File: src/rtl/privwin_pkg.sv
package privwin_pkg;

   localparam int unsigned MAX_CORES  = 4;
   localparam int unsigned CORE_IDX_W = 2;
   localparam int unsigned TMR_IDX_W  = 3;

   typedef enum logic [2:0] {
      WIN_SCU,
      WIN_CPU_SELF,
      WIN_CPU_EXPL,
      WIN_TMR_SELF,
      WIN_TMR_EXPL,
      WIN_NONE
   } win_e;

endpackage

File: src/rtl/privwin_route.sv
module privwin_route
   import privwin_pkg::*;
#(
   parameter int unsigned NUM_CORES = 1,
   parameter int unsigned AW        = 13
) (
   input  logic [AW-1:0]         addr,
   input  logic [CORE_IDX_W-1:0] req_core,
   output win_e                  win,
   output logic [CORE_IDX_W-1:0] core,
   output logic                  core_ok
);

   localparam logic [AW-1:0] B_CPU_SELF = AW'(12'h100);
   localparam logic [AW-1:0] B_CPU_EXPL = AW'(12'h200);
   localparam logic [AW-1:0] B_TMR_SELF = AW'(12'h600);
   localparam logic [AW-1:0] B_TMR_EXPL = AW'(12'h700);
   localparam logic [AW-1:0] B_END      = AW'(12'hB00);

   always_comb begin
      win  = WIN_NONE;
      core = req_core;
      if (addr < B_CPU_SELF) begin
         win = WIN_SCU;
      end else if (addr < B_CPU_EXPL) begin
         win = WIN_CPU_SELF;
      end else if (addr < B_TMR_SELF) begin
         win  = WIN_CPU_EXPL;
         core = CORE_IDX_W'(addr[10:8] - 3'd2);
      end else if (addr < B_TMR_EXPL) begin
         win = WIN_TMR_SELF;
      end else if (addr < B_END) begin
         win  = WIN_TMR_EXPL;
         core = CORE_IDX_W'(addr[11:8] - 4'd7);
      end
   end

   assign core_ok = (32'(core) < 32'(NUM_CORES));

endmodule

File: src/rtl/privwin_target_sel.sv
module privwin_target_sel #(
   parameter int unsigned N  = 1,
   parameter int unsigned IW = 2
) (
   input  logic          en,
   input  logic [IW-1:0] idx,
   output logic [N-1:0]  sel
);

   for (genvar gi = 0; gi < N; gi++) begin : g_sel
      assign sel[gi] = en && (idx == IW'(gi));
   end

endmodule

File: src/rtl/privwin_scu_regs.sv
module privwin_scu_regs #(
   parameter int unsigned NUM_CORES = 1,
   parameter int unsigned DW        = 32
) (
   input  logic          clk,
   input  logic          rst_n,
   input  logic          ctrl_we,
   input  logic [DW-1:0] wdata,
   input  logic [7:0]    rd_off,
   output logic [DW-1:0] rdata
);

   localparam int unsigned PRESENT_MASK = (1 << NUM_CORES) - 1;
   localparam logic [DW-1:0] CFG_VALUE  = DW'((PRESENT_MASK << 4) | (NUM_CORES - 1));

   logic [DW-1:0] ctrl_q;

   always_ff @(posedge clk or negedge rst_n) begin
      if (!rst_n) ctrl_q <= '0;
      else if (ctrl_we) ctrl_q <= wdata;
   end

   always_comb begin
      case (rd_off)
         8'h00:   rdata = ctrl_q;
         8'h04:   rdata = CFG_VALUE;
         default: rdata = '0;
      endcase
   end

endmodule

File: src/rtl/privwin_decoder.sv
module privwin_decoder
   import privwin_pkg::*;
#(
   parameter int unsigned NUM_CORES = 1,
   parameter int unsigned DW        = 32,
   parameter int unsigned AW        = 13
) (
   input  logic                      clk,
   input  logic                      rst_n,
   input  logic [AW-1:0]             bus_addr,
   input  logic                      bus_rd,
   input  logic                      bus_wr,
   input  logic [DW-1:0]             bus_wdata,
   input  logic [CORE_IDX_W-1:0]     bus_core,
   output logic [DW-1:0]             bus_rdata,
   output logic [NUM_CORES-1:0]      cpu_sel,
   output logic [7:0]                cpu_off,
   input  logic [NUM_CORES*DW-1:0]   cpu_rdata,
   output logic [2*NUM_CORES-1:0]    tmr_sel,
   output logic [3:0]                tmr_off,
   input  logic [2*NUM_CORES*DW-1:0] tmr_rdata,
   output logic                      tgt_rd,
   output logic                      tgt_wr,
   output logic [DW-1:0]             tgt_wdata
);

   localparam int unsigned NTMR = 2 * NUM_CORES;

   if (NUM_CORES < 1 || NUM_CORES > MAX_CORES) begin : g_bad_cores
      $error("privwin_decoder: NUM_CORES must be 1..4");
   end
   if (AW < 13) begin : g_bad_aw
      $error("privwin_decoder: AW must cover the 0x2000-byte window");
   end
   if (DW < 8) begin : g_bad_dw
      $error("privwin_decoder: DW must hold the configuration value");
   end

   win_e                  win;
   logic [CORE_IDX_W-1:0] core;
   logic                  core_ok;
   logic                  acc;
   logic                  cpu_en;
   logic                  tmr_en;
   logic [TMR_IDX_W-1:0]  tmr_idx;
   logic [DW-1:0]         scu_rdata;
   logic [DW-1:0]         rd_mux;
   logic [DW-1:0]         rdata_q;

   privwin_route #(.NUM_CORES(NUM_CORES), .AW(AW)) u_route (
      .addr     (bus_addr),
      .req_core (bus_core),
      .win      (win),
      .core     (core),
      .core_ok  (core_ok)
   );

   assign acc     = bus_rd || bus_wr;
   assign cpu_en  = acc && core_ok && (win == WIN_CPU_SELF || win == WIN_CPU_EXPL);
   assign tmr_en  = acc && core_ok && (win == WIN_TMR_SELF || win == WIN_TMR_EXPL);
   assign tmr_idx = {core, bus_addr[5]};

   privwin_target_sel #(.N(NUM_CORES), .IW(CORE_IDX_W)) u_cpu_sel (
      .en  (cpu_en),
      .idx (core),
      .sel (cpu_sel)
   );

   privwin_target_sel #(.N(NTMR), .IW(TMR_IDX_W)) u_tmr_sel (
      .en  (tmr_en),
      .idx (tmr_idx),
      .sel (tmr_sel)
   );

   privwin_scu_regs #(.NUM_CORES(NUM_CORES), .DW(DW)) u_scu (
      .clk     (clk),
      .rst_n   (rst_n),
      .ctrl_we (bus_wr && win == WIN_SCU && bus_addr[7:0] == 8'h00),
      .wdata   (bus_wdata),
      .rd_off  (bus_addr[7:0]),
      .rdata   (scu_rdata)
   );

   assign cpu_off   = bus_addr[7:0];
   assign tmr_off   = bus_addr[3:0];
   assign tgt_rd    = bus_rd && (cpu_en || tmr_en);
   assign tgt_wr    = bus_wr && (cpu_en || tmr_en);
   assign tgt_wdata = bus_wdata;

   always_comb begin
      rd_mux = (win == WIN_SCU) ? scu_rdata : '0;
      for (int i = 0; i < NUM_CORES; i++) begin
         if (cpu_sel[i]) rd_mux = rd_mux | cpu_rdata[i*DW +: DW];
      end
      for (int i = 0; i < NTMR; i++) begin
         if (tmr_sel[i]) rd_mux = rd_mux | tmr_rdata[i*DW +: DW];
      end
   end

   always_ff @(posedge clk or negedge rst_n) begin
      if (!rst_n) rdata_q <= '0;
      else if (bus_rd) rdata_q <= rd_mux;
   end

   assign bus_rdata = rdata_q;

endmodule

File: config.mk
export PLATFORM = sky130hd
export DESIGN_NAME = privwin_decoder
export DESIGN_NICKNAME = d
export VERILOG_FILES = /design/src/rtl/privwin_pkg.sv /design/src/rtl/privwin_route.sv /design/src/rtl/privwin_target_sel.sv /design/src/rtl/privwin_scu_regs.sv /design/src/rtl/privwin_decoder.sv
export SDC_FILE = /design/constraint.sdc
export NUM_CORES = 1
export LEC_CHECK = 0
export ABC_AREA = 1
export BUFFER_PORTS_ARGS = -buffer_cell sky130_fd_sc_hd__clkbuf_2
export CAP_MARGIN = 15
export CORE_AREA = 2 2 97 99
export DETAILED_ROUTE_END_ITERATION = 10
export DIE_AREA = 0 0 99 101
export PLACE_DENSITY = 0.81
export SYNTH_ARGS = -nofsm -noshare
export SYNTH_HDL_FRONTEND = slang
export SYNTH_SLANG_ARGS = --single-unit
File: constraint.sdc
create_clock -name clk -period 1.97 [get_ports clk]
set_input_delay 0.197 -clock clk [delete_from_list [all_inputs] [get_ports clk]]
set_output_delay 0.197 -clock clk [all_outputs]
set_load 0.01 [all_outputs]
==> Yosys cells after proc, flatten, opt, wreduce, memory -nomap -nowiden <==
Cells that the tools add are included.
W data, S select, Z words.
{ "totals": {"regBits": 64, "inputBits": 147, "out_inout_bits": 81, "wordCells": 52} }
{ "op_classes": {"eq_ne": 6, "n_reduce_logical": 18, "n_mux": 15, "add_sub_neg": 2, "order_cmp": 6, "bitwise_logic": 3} }
{ "ops": {"columns": ["operator", "n"], "rows": [
  ["$mux W32", 4],
  ["$or A32 B32 Y32", 3],
  ["$pmux W32 S2", 1],
  ["$lt A13 B11 Y1 const B", 2],
  ["$lt A13 B10 Y1 const B", 1],
  ["$lt A13 B12 Y1 const B", 1],
  ["$lt A13 B9 Y1 const B", 1],
  ["$mux W3", 4],
  ["$logic_and A1 B1 Y1", 10],
  ["$mux W2", 5],
  ["$eq A8 B3 Y1 const B", 1],
  ["$logic_not A8 Y1", 1],
  ["$eq A3 B1 Y1 const B", 2],
  ["$eq A3 B2 Y1 const B", 2],
  ["$logic_not A3 Y1", 2],
  ["$logic_or A1 B1 Y1", 4],
  ["$sub A2 B2 Y2 const B", 2],
  ["$eq A3 B3 Y1 const B", 1],
  ["$logic_not A2 Y1", 1],
  ["$lt A2 B1 Y1 const B", 1],
  ["$mux W1", 1]
]} }

==> Depth between registers and ports, before layout <==
{ "logic_depth": {"word_depth": 15, "depth_mapped": 13, "mapped_depth_nobuf": 11} }

==> Modules after synthesis <==
Synthesis repeated with hierarchy kept, for this count alone.
{ "hier_totals": {"hier_cells": 640, "hier_area_um2": 4588.2} }
{ "modules_own_cells": {"columns": ["module", "cells_each", "instances", "area_each_um2", "seq_area_each_um2"], "rows": [
  ["privwin_decoder", 414, 1, 2718.9, 800.8],
  ["privwin_scu_regs", 180, 1, 1647.8, 800.8],
  ["privwin_route", 35, 1, 177.7, 0.0],
  ["privwin_target_sel at u_tmr_sel", 8, 1, 30.0, 0.0],
  ["privwin_target_sel at u_cpu_sel", 3, 1, 13.8, 0.0]
]} }

==> Least setup slack after synthesis <==
No wires, ideal clock.
{ "synth_timing": {"path_type": "input-to-output", "start": "input port bus_addr[12]", "end": "output port tgt_rd", "path_stages": 12, "slack_ns": 0.416, "t_required_ns": 1.773, "arrival_ns": 1.357, "path_buffers": 1, "cell_sequence": "nor2_4 inv_2 nand2_2 nand3_1 nand2_1 nand2_1 nand2_4 nand2_4 nor2_8 buf_6 inv_2 a21oi_1"} }
{ "synth_via": {"elab_chain_cells": 11, "elab_cells_between_ends": 27, "cone_classes": "order compare (6); eq/ne (4); mux (10); reduce/logical (7)"} }
{ "synth_rtl": {"columns": ["element", "line_no", "source"], "rows": [
  ["start, declared", "privwin_decoder.sv:10", "input logic [AW-1:0] bus_addr,"],
  ["$lt A13 B12 Y1", "privwin_route.sv:32", "end else if (addr < B_END) begin"],
  ["$mux W2 / $mux W1 (equally long branches)", "privwin_route.sv:32", null],
  ["$mux W2 / $mux W3 (equally long branches)", "privwin_route.sv:30", "end else if (addr < B_TMR_EXPL) begin"],
  ["$mux W2 / $mux W3 (equally long branches)", "privwin_route.sv:27", "end else if (addr < B_TMR_SELF) begin"],
  ["$mux W2 / $mux W3 (equally long branches)", "privwin_route.sv:25", "end else if (addr < B_CPU_EXPL) begin"],
  ["$mux W2 / $mux W3 (equally long branches)", "privwin_route.sv:23", "if (addr < B_CPU_SELF) begin"],
  ["$lt A2 B1 Y1 (tied with other cells)", "privwin_route.sv:38", "assign core_ok = (32'(core) < 32'(NUM_CORES));"],
  ["$logic_and A1 B1 Y1 (tied with other cells)", "privwin_decoder.sv:59, privwin_decoder.sv:60", null],
  ["$logic_and A1 B1 Y1, on equally long branches", "privwin_decoder.sv:59, privwin_decoder.sv:60", null],
  ["$logic_or A1 B1 Y1 (*)", "privwin_decoder.sv:86", "assign tgt_rd = bus_rd && (cpu_en || tmr_en);"],
  ["$logic_and A1 B1 Y1 (*)", "privwin_decoder.sv:86", null],
  ["end, declared", "privwin_decoder.sv:22", "output logic tgt_rd,"]
]} }
Mark *: on every way between the ends. The rest lies on a longest branch, timed or not.

==> Worst setup path in the final report <==
{ "layout_timing": {"start": "input port bus_addr[12]", "end": "output port tmr_sel[0]"} }
{ "layout_via": {"elab_chain_cells": 10, "elab_cells_between_ends": 23, "cone_classes": "order compare (6); eq/ne (2); mux (10); reduce/logical (5)"} }
{ "layout_rtl": {"columns": ["element", "line_no", "source"], "rows": [
  ["$lt A13 B12 Y1", "privwin_route.sv:32", null],
  ["$mux W2 / $mux W1 (equally long branches)", "privwin_route.sv:32", null],
  ["$mux W2 / $mux W3 (equally long branches)", "privwin_route.sv:30", null],
  ["$mux W2 / $mux W3 (equally long branches)", "privwin_route.sv:27", null],
  ["$mux W2 / $mux W3 (equally long branches)", "privwin_route.sv:25", null],
  ["$mux W2 / $mux W3 (equally long branches)", "privwin_route.sv:23", null],
  ["$lt A2 B1 Y1 (tied with other cells)", "privwin_route.sv:38", null],
  ["$logic_and A1 B1 Y1 / $logic_or A1 B1 Y1 (equally long branches)", "privwin_decoder.sv:60", "assign tmr_en = acc && core_ok && (win == WIN_TMR_SELF || win == WIN_TMR_EXPL);"],
  ["$logic_and A1 B1 Y1", "privwin_decoder.sv:60", null],
  ["$logic_and A1 B1 Y1 (*)", "privwin_target_sel.sv:11", "assign sel[gi] = en && (idx == IW'(gi));"],
  ["end, declared", "privwin_decoder.sv:19", "output logic [2*NUM_CORES-1:0] tmr_sel,"]
]} }
Marks and branches as above.

==> results <==
- The first global-routing pass estimated 19.12 mm of wire.
- Walking the worst path, the cells encountered are clkbuf_2 -> nor2_4 -> inv_2 -> nand2_2 -> nand3_1 -> nand2_1 -> nand2_1 -> nand2_4 -> nand4_4 -> inv_1 -> clkbuf_2.
- The share of synthesized area in the top cell type comes to 0.3731.
- The fraction of final layout cells with drive strength greater than 1 is 0.3935.
- Clock-pin slew was measured on the worst setup and hold paths at 80 ps.
- The wire length per cell after detailed routing is around 13 µm.
- The synthesized design contains 64 register bits.
- The maximum level of the CTS H-tree is 3.
- The mean instance size in the synthesized netlist is 7.376 µm².
- In the routed layout, each cell is associated on average with a via count of 4.961.
- In the synthesized netlist the async set-or-reset flop fraction comes to 1.000.
- The worst register-to-register path has a setup slack of 900 ps.
- The endpoint arrival time on the critical path is 1670 ps.
- The number of pins with negative max-slew slack in the final report came to 0.
- The pin count of the biggest net entering global routing is 39.
- Yosys printed 0 warnings.
- In the post-synthesis netlist, the cell with the most instances is sky130_fd_sc_hd__nor2_1.
- The run finished with clean final reports.
- STA classifies the critical path startpoint as an input pin.
- The floorplan die width is 99 µm.
- The floorplan step defined a die boundary enclosing 9999 µm².
- In the global route stage, overall resource usage came out at 0.2373.
- After global routing the overflow that remains totals 0.
- The worst hold path terminates at bus_rdata[15]$_DFFE_PN0P_.
- For the worst setup path, the data required time is about 1800 ps.
- The tool flagged a number of max-cap violations equal to 0.
- The initial utilization of the core area, before any placement, comes to 0.4782.
- The number of antenna diodes in the final layout is 0.
- TritonCTS built the clock tree.
- The worst-case IR drop observed on VDD is 435.3 µV.
- Counting every net in the synthesized netlist gives between 700 and 800.
- The number of nets with antenna violations after routing is 0.
- The worst hold slack is 96.59 ps.
- Across the routed clock network, the largest skew measured is 13.19 ps.
- The launch point of the worst hold path is tmr_rdata[47].
- The gate count of the mapped netlist is 582.
- The number of antenna violations at the first check in global routing is 0.
- Port buffering added 227 buffers.
- The netlist uses 26 different library cells.
- The first-pass iteration count of the detailed router is 5.
- At the later pin of the worst-skew pair, clock insertion delay measures 340 ps.
- The measured slew at the worst slew-check pin is 485.2 ps.
- The HPWL reported at the end of detailed placement is 9.099 mm.
- The core area is roughly 9000 µm².
- By startpoint and endpoint, the worst setup path is classified as in2out.
- The total number of placement rows is 35.
- The number of CTS-inserted buffers is 9.
- The depth of the worst register-to-register path is 6.
- For this design the top-level I/O count stands at around 230.
- After routing, the total negative slack on setup checks comes to 0 ps.
- The prevailing post-synth register cell is sky130_fd_sc_hd__dfrtp_1.
- The cell area reported after detailed placement is 5194 µm².
- The maximum fanout along the worst path is 18.
- The synthesized netlist occupies a cell area of 4293 µm².
- The worst min-delay path class is in2reg.
- The worst hold path was traced through 3 stages.
- Setup violations remaining at the end of the flow were counted as 0.
- In the routed design, unresolved DRC markers number 0.
- The post-synthesis to final-layout area growth is 26.17%.
- The congestion estimate from routability-driven global placement came to 0.8658.
- The worst setup path is captured at a primary output.
- For this design, the slowest cell found on the critical path is sky130_fd_sc_hd__nand4_4.
- For this design the static power due to leakage is 3.242 nW.
- After the first detailed-routing iteration, the DRC count stood at 211.
- The count of final hold-check violations is 0.
- Wires add up to 11.79 mm.
- The commonest cells after synthesis are 110 x sky130_fd_sc_hd__nor2_1, 94 x sky130_fd_sc_hd__nand2_1, 78 x sky130_fd_sc_hd__inv_1.
- The worst path in the final design needs a cycle of 1867 ps, including I/O delays and setup.
- The highest clock rate is 0.5357 GHz.
- The worst register-to-register path ends at bus_rdata[4]$_DFFE_PN0P_.
- The biggest area consumer among synthesized cells is sky130_fd_sc_hd__dfrtp_1.
- The detailed-route via count is between 4000 and 5000.
- The share of the clock period used by the worst path after layout is 0.9476.
- The via count of the first global-routing pass came to 4190.
- In the post-synthesis netlist, the biggest area contributors are sky130_fd_sc_hd__dfrtp_1 37%, sky130_fd_sc_hd__nor2_1 9.6%, sky130_fd_sc_hd__nand2_1 8.2%.
- The share of the Yosys chip area taken by registers is 0.3731.
- Dividing total power by cell area gives a power density of 618.6 nW/µm².
- The relative max-transition margin is 0.6765.
- Yosys mapped a number of flops with a built-in enable equal to 0.
- The die height is 101 µm.
- The tree is rooted in a sky130_fd_sc_hd__clkbuf_8.
- For this run, the post-layout net count is between 900 and 1000.
- The startpoint identified for the worst register-to-register timing path is u_scu.ctrl_q[4]$_DFFE_PN0P_.
- After routing the design area is around 5400 µm².
- Setup repair after global routing left no endpoint under its margin.
- The clock drives 64 sinks.
- The clock tree buffer depth is 2.
- The longest individual stage delay on the worst path is 320 ps.
-- cell type report --
cell class	instances	area, µm²
multi-input combinational	360	1856
inverter	82	309.0
clock inverter	3	65.06
fill	823	3561
sequential	64	1602
tap	111	138.9
timing repair buffer	244	1291
clock buffer	12	155.1
-- what timing repair did --
item                       4_1_cts  5_1_grt
hold buffers                     1        0
buffers inserted                 0        0
setup endpoints to repair        0        1
gates resized for setup          0        0
hold endpoints to repair        64        0
-- placed cells by master, fill, tap and decap left out, types with 3 or more instances in the layout --
cell type	synthesis	final
sky130_fd_sc_hd__nand2_1	94	94
sky130_fd_sc_hd__buf_4	44	14
sky130_fd_sc_hd__a21oi_1	41	41
sky130_fd_sc_hd__o21ai_0	6	6
sky130_fd_sc_hd__clkbuf_2	0	226
sky130_fd_sc_hd__nand4_1	32	32
sky130_fd_sc_hd__mux2_2	18	18
sky130_fd_sc_hd__nor2_1	110	109
sky130_fd_sc_hd__nand3_1	37	37
sky130_fd_sc_hd__inv_2	3	3
sky130_fd_sc_hd__clkbuf_8	0	11
sky130_fd_sc_hd__inv_1	78	78
sky130_fd_sc_hd__nand2_2	4	4
sky130_fd_sc_hd__dfrtp_1	64	64
sky130_fd_sc_hd__mux2_4	8	8
-- routing by layer --
layer,vias to the layer above,wire length (µm),global-route usage
met4,0,127,0.07903
met1,1995,4933,0.2978
met2,190,5878,0.4142
met5,-,0,0
li1,2148,-,-
met3,13,852,0.04230
-- cell families (layout without fill, tap and decap cells) --
kind of cell	count (synthesis)	count (layout)	synth area share
simple gates	285	285	0.2979
buf+inv	158	341	0.1953
flops	64	64	0.3731
compound gates	49	49	0.05859
mux	26	26	0.07520
-- critical path: cells and delay by family --
family	cells	cell delay, ps
and+or+nand+nor	7	1030
buffers and inverters	4	440
-- worst max path at each step --
stage / start / end / slack, ps
floorplan: bus_addr[12] / tgt_rd / 420
global placement: bus_addr[12] / u_scu.ctrl_q[9]$_DFFE_PN0P_ / 170
detailed placement: bus_addr[12] / bus_rdata[12]$_DFFE_PN0P_ / 60
CTS: bus_addr[12] / tgt_wr / 80
global route: bus_addr[12] / tmr_sel[0] / 9
finish: bus_addr[12] / tmr_sel[0] / 100
-- report_power, final --
part / internal (mW) / total (mW) / switching [mW] / leakage, nW
clock: 0.774 / 1.28 / 0.508 / 0.112
sequential: 1.37 / 1.40 / 0.0314 / 0.813
combinational: 0.280 / 0.667 / 0.387 / 2.32
total: 2.42 / 3.35 / 0.926 / 3.24
-- registers in the layout (all words and copies together) (netlist names) --
signal and cells:
bus_rdata 32, u_scu.ctrl_q 32
-- per-stage QoR --
stage,total power [mW],cells,utilization,setup WS [ps]
final,3.350,876,0.6033,103.2
after global routing,3.509,876,0.6033,9.060
after CTS,3.394,877,0.6042,78.00
after detailed placement,2.098,861,0.5785,59.67
after global placement,2.084,861,0.5785,167.3
after floorplan,1.794,582,-,416.3
Power figures use the tool's default switching activity.
